==> config.mk <==
export PLATFORM = sky130hd
export DESIGN_NAME = cpwm_timer
export DESIGN_NICKNAME = d
export VERILOG_FILES = /design/src/rtl/cpwm_pkg.sv /design/src/rtl/cpwm_updn_cnt.sv /design/src/rtl/cpwm_cmp_bank.sv /design/src/rtl/cpwm_flags.sv /design/src/rtl/cpwm_pwm_out.sv /design/src/rtl/cpwm_timer.sv
export SDC_FILE = /design/constraint.sdc
export NUM_CORES = 1
export LEC_CHECK = 0
export BUFFER_PORTS_ARGS = -buffer_cell sky130_fd_sc_hd__buf_4
export CORE_MARGIN = 1
export CORE_UTILIZATION = 52
export CTS_CLUSTER_SIZE = 10
export DETAILED_ROUTE_END_ITERATION = 7
export PLACE_DENSITY = 0.74
export SKIP_CTS_REPAIR_TIMING = 1
export SLEW_MARGIN = 20
export SYNTH_ARGS = -nofsm -noshare
export SYNTH_HDL_FRONTEND = slang
export SYNTH_SLANG_ARGS = --single-unit
export TNS_END_PERCENT = 20
==> constraint.sdc <==
create_clock -name clk -period 4.1 [get_ports clk]
set_input_delay 0.205 -clock clk [delete_from_list [all_inputs] [get_ports clk]]
set_output_delay 0.205 -clock clk [all_outputs]
set_load 0.005 [all_outputs]
==> src/rtl/cpwm_pkg.sv <==
package cpwm_pkg;
  typedef enum logic {
    DIR_UP = 1'b0,
    DIR_DN = 1'b1
  } dir_e;

  localparam logic [1:0] XFER_VALLEY = 2'b10;
endpackage

==> src/rtl/cpwm_updn_cnt.sv <==
module cpwm_updn_cnt
  import cpwm_pkg::*;
#(
  parameter int CNT_W = 16
) (
  input  logic             clk,
  input  logic             rst,
  input  logic             en,
  input  logic [CNT_W-1:0] prd,
  output logic [CNT_W-1:0] cnt_q,
  output logic [CNT_W-1:0] cnt_nxt,
  output dir_e             dir_q,
  output logic             unf_evt,
  output logic             ovf_evt
);
  localparam logic [CNT_W-1:0] CNT_TOP = '1;
  localparam logic [CNT_W-1:0] CNT_ONE = CNT_W'(1);

  dir_e dir_nxt;

  // Next-state decode: valley wrap, return path, peak reversal, plain steps.
  always_comb begin
    cnt_nxt = cnt_q;
    dir_nxt = dir_q;
    unf_evt = 1'b0;
    ovf_evt = 1'b0;
    if (en) begin
      if (dir_q == DIR_DN) begin
        if (cnt_q == '0) begin
          cnt_nxt = CNT_TOP;
          dir_nxt = DIR_UP;
          unf_evt = 1'b1;
        end else begin
          cnt_nxt = cnt_q - CNT_ONE;
        end
      end else begin
        if (cnt_q == CNT_TOP) begin
          cnt_nxt = '0;
        end else if (cnt_q >= prd) begin
          cnt_nxt = cnt_q - CNT_ONE;
          dir_nxt = DIR_DN;
        end else begin
          cnt_nxt = cnt_q + CNT_ONE;
          ovf_evt = ((cnt_q + CNT_ONE) == prd);
        end
      end
    end
  end

  always_ff @(posedge clk) begin
    if (rst) begin
      cnt_q <= '0;
      dir_q <= DIR_UP;
    end else begin
      cnt_q <= cnt_nxt;
      dir_q <= dir_nxt;
    end
  end
endmodule

==> src/rtl/cpwm_cmp_bank.sv <==
module cpwm_cmp_bank #(
  parameter int CNT_W  = 16,
  parameter int NUM_CH = 3
) (
  input  logic              clk,
  input  logic              rst,
  input  logic [NUM_CH-1:0] buf_we,
  input  logic [CNT_W-1:0]  buf_wdata,
  input  logic              load,
  output logic [CNT_W-1:0]  cmp_q   [NUM_CH],
  output logic [CNT_W-1:0]  cmp_nxt [NUM_CH]
);
  logic [CNT_W-1:0] shadow_q [NUM_CH];

  // The load picks up the shadow value held before this cycle's write.
  always_comb begin
    for (int c = 0; c < NUM_CH; c++) begin
      cmp_nxt[c] = load ? shadow_q[c] : cmp_q[c];
    end
  end

  always_ff @(posedge clk) begin
    if (rst) begin
      for (int c = 0; c < NUM_CH; c++) begin
        shadow_q[c] <= '0;
        cmp_q[c]    <= '0;
      end
    end else begin
      for (int c = 0; c < NUM_CH; c++) begin
        if (buf_we[c]) shadow_q[c] <= buf_wdata;
        cmp_q[c] <= cmp_nxt[c];
      end
    end
  end
endmodule

==> src/rtl/cpwm_flags.sv <==
module cpwm_flags (
  input  logic clk,
  input  logic rst,
  input  logic set_unf,
  input  logic set_ovf,
  input  logic clr_unf,
  input  logic clr_ovf,
  output logic unf_q,
  output logic ovf_q
);
  // A set outranks a clear in the same cycle so no event is lost.
  always_ff @(posedge clk) begin
    if (rst) begin
      unf_q <= 1'b0;
      ovf_q <= 1'b0;
    end else begin
      if (set_unf)      unf_q <= 1'b1;
      else if (clr_unf) unf_q <= 1'b0;
      if (set_ovf)      ovf_q <= 1'b1;
      else if (clr_ovf) ovf_q <= 1'b0;
    end
  end
endmodule

==> src/rtl/cpwm_pwm_out.sv <==
module cpwm_pwm_out #(
  parameter int CNT_W  = 16,
  parameter int NUM_CH = 3
) (
  input  logic              clk,
  input  logic              rst,
  input  logic [CNT_W-1:0]  cnt_nxt,
  input  logic [CNT_W-1:0]  cmp_nxt [NUM_CH],
  output logic [NUM_CH-1:0] pwm_p,
  output logic [NUM_CH-1:0] pwm_n
);
  logic [NUM_CH-1:0] level;

  always_comb begin
    for (int c = 0; c < NUM_CH; c++) begin
      level[c] = (cnt_nxt < cmp_nxt[c]);
    end
  end

  // Compare on next-state values so the pins align with count/cmp ports.
  always_ff @(posedge clk) begin
    if (rst) begin
      pwm_p <= '0;
      pwm_n <= '1;
    end else begin
      pwm_p <= level;
      pwm_n <= ~level;
    end
  end
endmodule

==> src/rtl/cpwm_timer.sv <==
module cpwm_timer
  import cpwm_pkg::*;
#(
  parameter int CNT_W  = 16,
  parameter int NUM_CH = 3
) (
  input  logic                    clk,
  input  logic                    rst,
  input  logic                    cnt_en,
  input  logic [CNT_W-1:0]        period,
  input  logic [1:0]              xfer_mode,
  input  logic [NUM_CH-1:0]       buf_we,
  input  logic [CNT_W-1:0]        buf_wdata,
  input  logic                    clr_unf,
  input  logic                    clr_ovf,
  output logic [CNT_W-1:0]        count,
  output logic [NUM_CH*CNT_W-1:0] cmp_act,
  output logic                    flag_unf,
  output logic                    flag_ovf,
  output logic [NUM_CH-1:0]       pwm_p,
  output logic [NUM_CH-1:0]       pwm_n
);
  logic [CNT_W-1:0] cnt_nxt;
  dir_e             dir_q;
  logic             unf_evt;
  logic             ovf_evt;
  logic             cnt_down;
  logic             load;
  logic [CNT_W-1:0] cmp_q   [NUM_CH];
  logic [CNT_W-1:0] cmp_nxt [NUM_CH];

  assign cnt_down = (dir_q == DIR_DN);
  assign load     = unf_evt && (xfer_mode == XFER_VALLEY);

  cpwm_updn_cnt #(.CNT_W(CNT_W)) u_cnt (
    .clk     (clk),
    .rst     (rst),
    .en      (cnt_en),
    .prd     (period),
    .cnt_q   (count),
    .cnt_nxt (cnt_nxt),
    .dir_q   (dir_q),
    .unf_evt (unf_evt),
    .ovf_evt (ovf_evt)
  );

  cpwm_cmp_bank #(.CNT_W(CNT_W), .NUM_CH(NUM_CH)) u_cmp (
    .clk       (clk),
    .rst       (rst),
    .buf_we    (buf_we),
    .buf_wdata (buf_wdata),
    .load      (load),
    .cmp_q     (cmp_q),
    .cmp_nxt   (cmp_nxt)
  );

  cpwm_flags u_flg (
    .clk     (clk),
    .rst     (rst),
    .set_unf (unf_evt),
    .set_ovf (ovf_evt),
    .clr_unf (clr_unf),
    .clr_ovf (clr_ovf),
    .unf_q   (flag_unf),
    .ovf_q   (flag_ovf)
  );

  cpwm_pwm_out #(.CNT_W(CNT_W), .NUM_CH(NUM_CH)) u_pwm (
    .clk     (clk),
    .rst     (rst),
    .cnt_nxt (cnt_nxt),
    .cmp_nxt (cmp_nxt),
    .pwm_p   (pwm_p),
    .pwm_n   (pwm_n)
  );

  for (genvar c = 0; c < NUM_CH; c++) begin : g_flat
    assign cmp_act[c*CNT_W +: CNT_W] = cmp_q[c];
  end
endmodule

* Word level (Yosys, flattened, before mapping)
Memories as Yosys holds them, arrays and structs flattened. Cells that the tools add are included. Widths: inputs -> output; s select.
Word-level totals: latch bits 0, ROM bits 0, bits in registers 73, memories 1, input bits 42, output and inout port bits 72, RAM bits 48
Memory list:
- u_cmp.shadow_q | depth 3, width 16, read ports 3, clocked after memory_dff 0, wr ports 3, line cpwm_cmp_bank.sv:13 | logic [CNT_W-1:0] shadow_q [NUM_CH];
Operators by class: reductions and logical operators 4, bitwise operators 4, mux-type cells 37, add/sub/neg operators 2, eq/ne operators 3, $lt $le $gt $ge 4, div/mod/pow operators 0, $mul 0, shifts and indexed selects 0
Operators with widths (number):
- $mux 16 | 11
- $lt 16x16->1 | 3
- $mux 1 | 26
- $add 16x1->16 const B | 1
- $eq 16x16->1 | 1
- $eq 16x16->1 const B | 1
- $ge 16x16->1 | 1
- $logic_not 16->1 | 1
- $sub 16x1->16 const B | 1
- $reduce_bool 2->1 | 2
- $not 3->3 | 1
- $or 1x1->1 | 3
- $eq 2x2->1 const B | 1
- $logic_and 1x1->1 | 1

* Logic depth before layout (Yosys ltp)
depth after elaboration 8, gate-level depth with buffers 19, mapped depth without buffers 17

* By module
From an unflattened synthesis, not the netlist that was laid out.
Second synthesis, totals: cell total of the unflattened synthesis 766, area total of the unflattened synthesis 7493.4 µm²
By module, submodules not included:
- cpwm_cmp_bank | times used 1, sequential area each 2402.3 µm², cells an instance 225, area an instance 3533.4 µm²
- cpwm_updn_cnt | times used 1, sequential area each 340.3 µm², cells an instance 367, area an instance 2605.0 µm²
- cpwm_pwm_out | times used 1, sequential area each 120.1 µm², cells an instance 165, area an instance 1276.2 µm²
- cpwm_flags | times used 1, sequential area each 40.0 µm², cells an instance 8, area an instance 70.1 µm²
- cpwm_timer | times used 1, sequential area each 0.0 µm², cells an instance 1, area an instance 8.8 µm²

* Worst setup path after synthesis
OpenSTA, ideal clock, no wires.
path type flip-flop to flip-flop, from reg u_cnt.cnt_q[0], to reg u_pwm.pwm_n[2], arrival 3868 ps, path slack 110 ps, setup time 122 ps, stages on the path, launching flop included 20, path buffers 2, path through dfxtp_1 clkbuf_1 inv_1 ha_1 nor2_1 a21oi_1 and4b_1 o211ai_1 clkbuf_1 o211ai_1 a22oi_1 nor2_1 ha_1 nand2_1 or3_1 nor3_1 o31a_1 a2111oi_0 o21ai_0 a311o_1
Between the ends: elaborated cells on any way between the ends 17
RTL lines:
- start: declaration | line cpwm_updn_cnt.sv:10 | output logic [CNT_W-1:0] cnt_q,
- start signal: assignment | line cpwm_updn_cnt.sv:55 | cnt_q <= cnt_nxt;
- $add 16x1->16 (tied with other cells) | line cpwm_updn_cnt.sv:43 | cnt_nxt = cnt_q + CNT_ONE;
- $mux 16 | line cpwm_updn_cnt.sv:39 | end else if (cnt_q >= prd) begin
- $mux 16 | line cpwm_updn_cnt.sv:37 | if (cnt_q == CNT_TOP) begin
- $mux 16 (*) | line cpwm_updn_cnt.sv:28 | if (dir_q == DIR_DN) begin
- $mux 16 (*) | line cpwm_updn_cnt.sv:27 | if (en) begin
- via cnt_nxt[11] | line cpwm_timer.sv:23 | logic [CNT_W-1:0] cnt_nxt;
- $lt 16x16->1 (*) | line cpwm_pwm_out.sv:16 | level[c] = (cnt_nxt < cmp_nxt[c]);
- $not 3->3 (*) | line cpwm_pwm_out.sv:27 | pwm_n <= ~level;
- end signal: assignment | line cpwm_pwm_out.sv:27
- end: declaration | line cpwm_pwm_out.sv:10 | output logic [NUM_CH-1:0] pwm_n
Mark *: on every way through the listed nets, which the timed path passes. The rest lies on a longest branch. A chain may end at the register's enable or synchronous reset.

* Final worst setup path
from reg u_cnt.cnt_q[9], to reg u_pwm.pwm_p[0]
Between the ends: elaborated cells on any way between the ends 16
RTL lines:
- $add 16x1->16 (tied with other cells) | line cpwm_updn_cnt.sv:43
- $mux 16 | line cpwm_updn_cnt.sv:39
- $mux 16 | line cpwm_updn_cnt.sv:37
- $mux 16 (*) | line cpwm_updn_cnt.sv:28
- $mux 16 (*) | line cpwm_updn_cnt.sv:27
- via cnt_nxt[15] | line cpwm_timer.sv:23
- $lt 16x16->1 (*) | line cpwm_pwm_out.sv:16
- end signal: assignment | line cpwm_pwm_out.sv:26 | pwm_p <= level;
- end: declaration | line cpwm_pwm_out.sv:9 | output logic [NUM_CH-1:0] pwm_p,
Marked as above.

==> out/metrics.cfg <==
[synthesis]
syn-num-nets = 807
synth_top_family_by_area = simple AND/OR/NAND/NOR gates
synth_compound_area_share_pct = 13.7
synth_area_leaders = dfxtp_1 21%, edfxtp_1 21%, ha_1 11%, mux2i_1 7.2%, nor2_1 4.5%
avgSynthCellArea_sq_um = 9.77
yosys.area.top_type_share_pct = 21.3
synth_cell_type_count = 66
synth_seq_area_share_pct = 42.3
synthSimpleGateAreaFrac_pct = 17.7
synth-xor-area-share_pct = 2.94
netlist_instances = 702
synth-main-ff-cell = dfxtp_1
ys_warn_count = 0
synth_mux_area_share_pct = 7.64
synth_fa_ha_area_share_pct = 11.6
synth_top_cell_by_area = dfxtp_1
yosys_register_bits = 121
synth_edf_count = 48
syn_area_sq_um = 6860
synthArstFlopShare_pct = 0

[final_layout]
utilization_pct = 71.9
drive_above_1_share_pct = 30.3
final_cell_mix = 181 x buf_4, 76 x nor2_1, 73 x dfxtp_1
final_common_cell = buf_4
syn_to_final_growth_pct = 33.3
fin_nets = 971
insertedDiodeCount = 0

[grt]
grt_use_total_pct = 32.3
grt_max_degree = 68
grt_pass1_vias = 6344
overflow = 0
grt_pass1_wl_microns = 32400
antenna_found_initial = 0

[setup_path]
required_ps = 4410
worstPathCellList = buf_4 > or4_4 > or2_4 > or2_4 > a22oi_2 > o22ai_1 > a311oi_2 > nand2_2 > buf_4 > ha_1 > nand4_1 > a211o_1 > a311oi_1 > nor4_1 > buf_4 > and2_1
critPathBufInv = 3
cp-start-kind = register
arrival_ps = 4280
cp_top_family = simple AND/OR/NAND/NOR gates
cpMostUsedCell = buf_4
crit_type = reg2reg
worstPathMaxFanout = 13
max_stage_delay_ps = 530
crit_slowest_cell = or4_4
endpoint_kind = register

[timing]
fin_tns_setup_ps = 0
post-route-min-period_ps = 3960
tightestPinTransition_ps = 785
hold_ws_ps = 82.1
drv_slew = 0
final-hold-violation-count = 0
rsz0062_at_grt = true
slew_headroom_pct = 47.6
skew_ps = 9.31
setup_viol = 0
fmax_mhz = 252
post-route-period-util_pct = 96.7

[pwr]
power_density_nw_per_um2 = 429
power_leakage_nw = 4.28
p_total_w = 0.00392
vdd_ir_drop_max_mv = 0.443

[placed_design]
gp_congestion = 0.964
numPortBuffers = 113
hpwlAfterDp_microns = 15500

[clock_network]
clock-sinks = 121
cts_made_buffers = 17
htreeDepth = 4
clk_latency_ps = 430
cts_root_buf = clkbuf_16
clk_pin_slew_ps = 60
cts_max_path_buffers = 2
cts_tree = done

[die]
dieHeight_microns = 117
die_w_microns = 117
core_region_area_sq_um = 12700
ios = 114
dieArea_sq_um = 13700
num_rows = 41
start_util_pct = 53.9

[drt]
viasPerCell = 5.93
detail-route-antenna-nets = 0
firstDrtPassIters = 5
wl_per_cell_microns = 20.3
first_iter_violations = 388
drc = 0
dr_total_vias = 6236
wl_microns = 21300

[min_path]
hold_path_class = in2reg

[run]
maxCapViolCount = 0

[outcome]
status = complete, no violations

==> cell type report <==
cell class	instances	area, sq um
Inverter	29	109
Clock buffer	19	443
Multi-Input combinational cell	514	3900
Sequential cell	121	2900
Tap cell	172	215
Clock inverter	13	190
Fill cell	1001	3580
Timing Repair Buffer	183	1380
==> tightest hold or removal path, delay by kind of cell <==
| family | cells | cell delay, ps |
|---|---|---|
| buf+inv | 2 | 150 |
| compound gates | 1 | 40 |
| simple gates | 1 | 70 |
==> synthesized netlist by cell type, drive strengths merged (4+ instances only) <==
master	count
nor3	15
o21ai	28
and3	12
nor4	5
nand2	29
dfxtp	73
xor2	10
a21o	12
ha	63
a21oi	23
or2	10
nand4	17
buf	10
edfxtp	48
a311oi	6
nand3	23
o21a	6
or4	4
o211ai	17
nor2b	6
xnor2	13
clkbuf	28
a211oi	6
or3	6
and2	21
mux2i	49
nor2	83
a2111oi	5
inv	29
==> metrics by stage <==
| step | cell area, sq um | setup WS [ps] | std cells |
|---|---|---|---|
| floorplan | 6860 | 110 | 702 |
| global placement | 8290 | -34.0 | 1017 |
| detailed placement | 8290 | -164 | 1017 |
| CTS | 8930 | -246 | 1049 |
| global route | 9140 | -41.5 | 1051 |
| finish | 9140 | 136 | 1051 |
==> metal layers <==
layer / vias to the layer above / global-route usage [%] / share of wire [%]
li1: 2922 / - / -
met1: 2965 / 37.5 / 40
met2: 267 / 55.0 / 49
met3: 82 / 7.00 / 5.5
met4: 0 / 19.2 / 5.2
met5: - / 0 / 0
==> flip-flops by register name, indices dropped and copies added (netlist names) <==
name	flops
u_cnt.cnt_q	16
u_cmp.shadow_q	48
u_cnt.dir_q	1
u_flg.unf_q	1
u_pwm.pwm_n	3
u_flg.ovf_q	1
u_pwm.pwm_p	3
u_cmp.cmp_q	48
==> worst paths after layout <==
check,from,end,cells after the start,slack (ps)
hold reg to reg,u_flg.unf_q,u_flg.unf_q,2,490
setup / recovery,u_cnt.cnt_q[9],u_pwm.pwm_p[0],16,140
setup reg to reg,u_cnt.cnt_q[9],u_pwm.pwm_p[0],16,140
hold / removal,clr_unf,u_flg.unf_q,4,80
==> where the power goes <==
part / internal, W / switching (W)
logic: 0.000423 / 0.000504
clock network: 0.00104 / 0.000583
registers: 0.00133 / 0.0000350
total: 0.00280 / 0.00112
==> cells by family (layout without fill, tap and decap cells) <==
group                      after synthesis  count (layout)
adders and majority gates               64              64
xor gates and xnor gates                23              23
muxes                                   52              52
AOI/OAI and AO/OA                      135             135
and+or+nand+nor                        240             240
DFF                                    121             121
buffers and inverters                   67             244
Power figures use the tool's default switching activity.
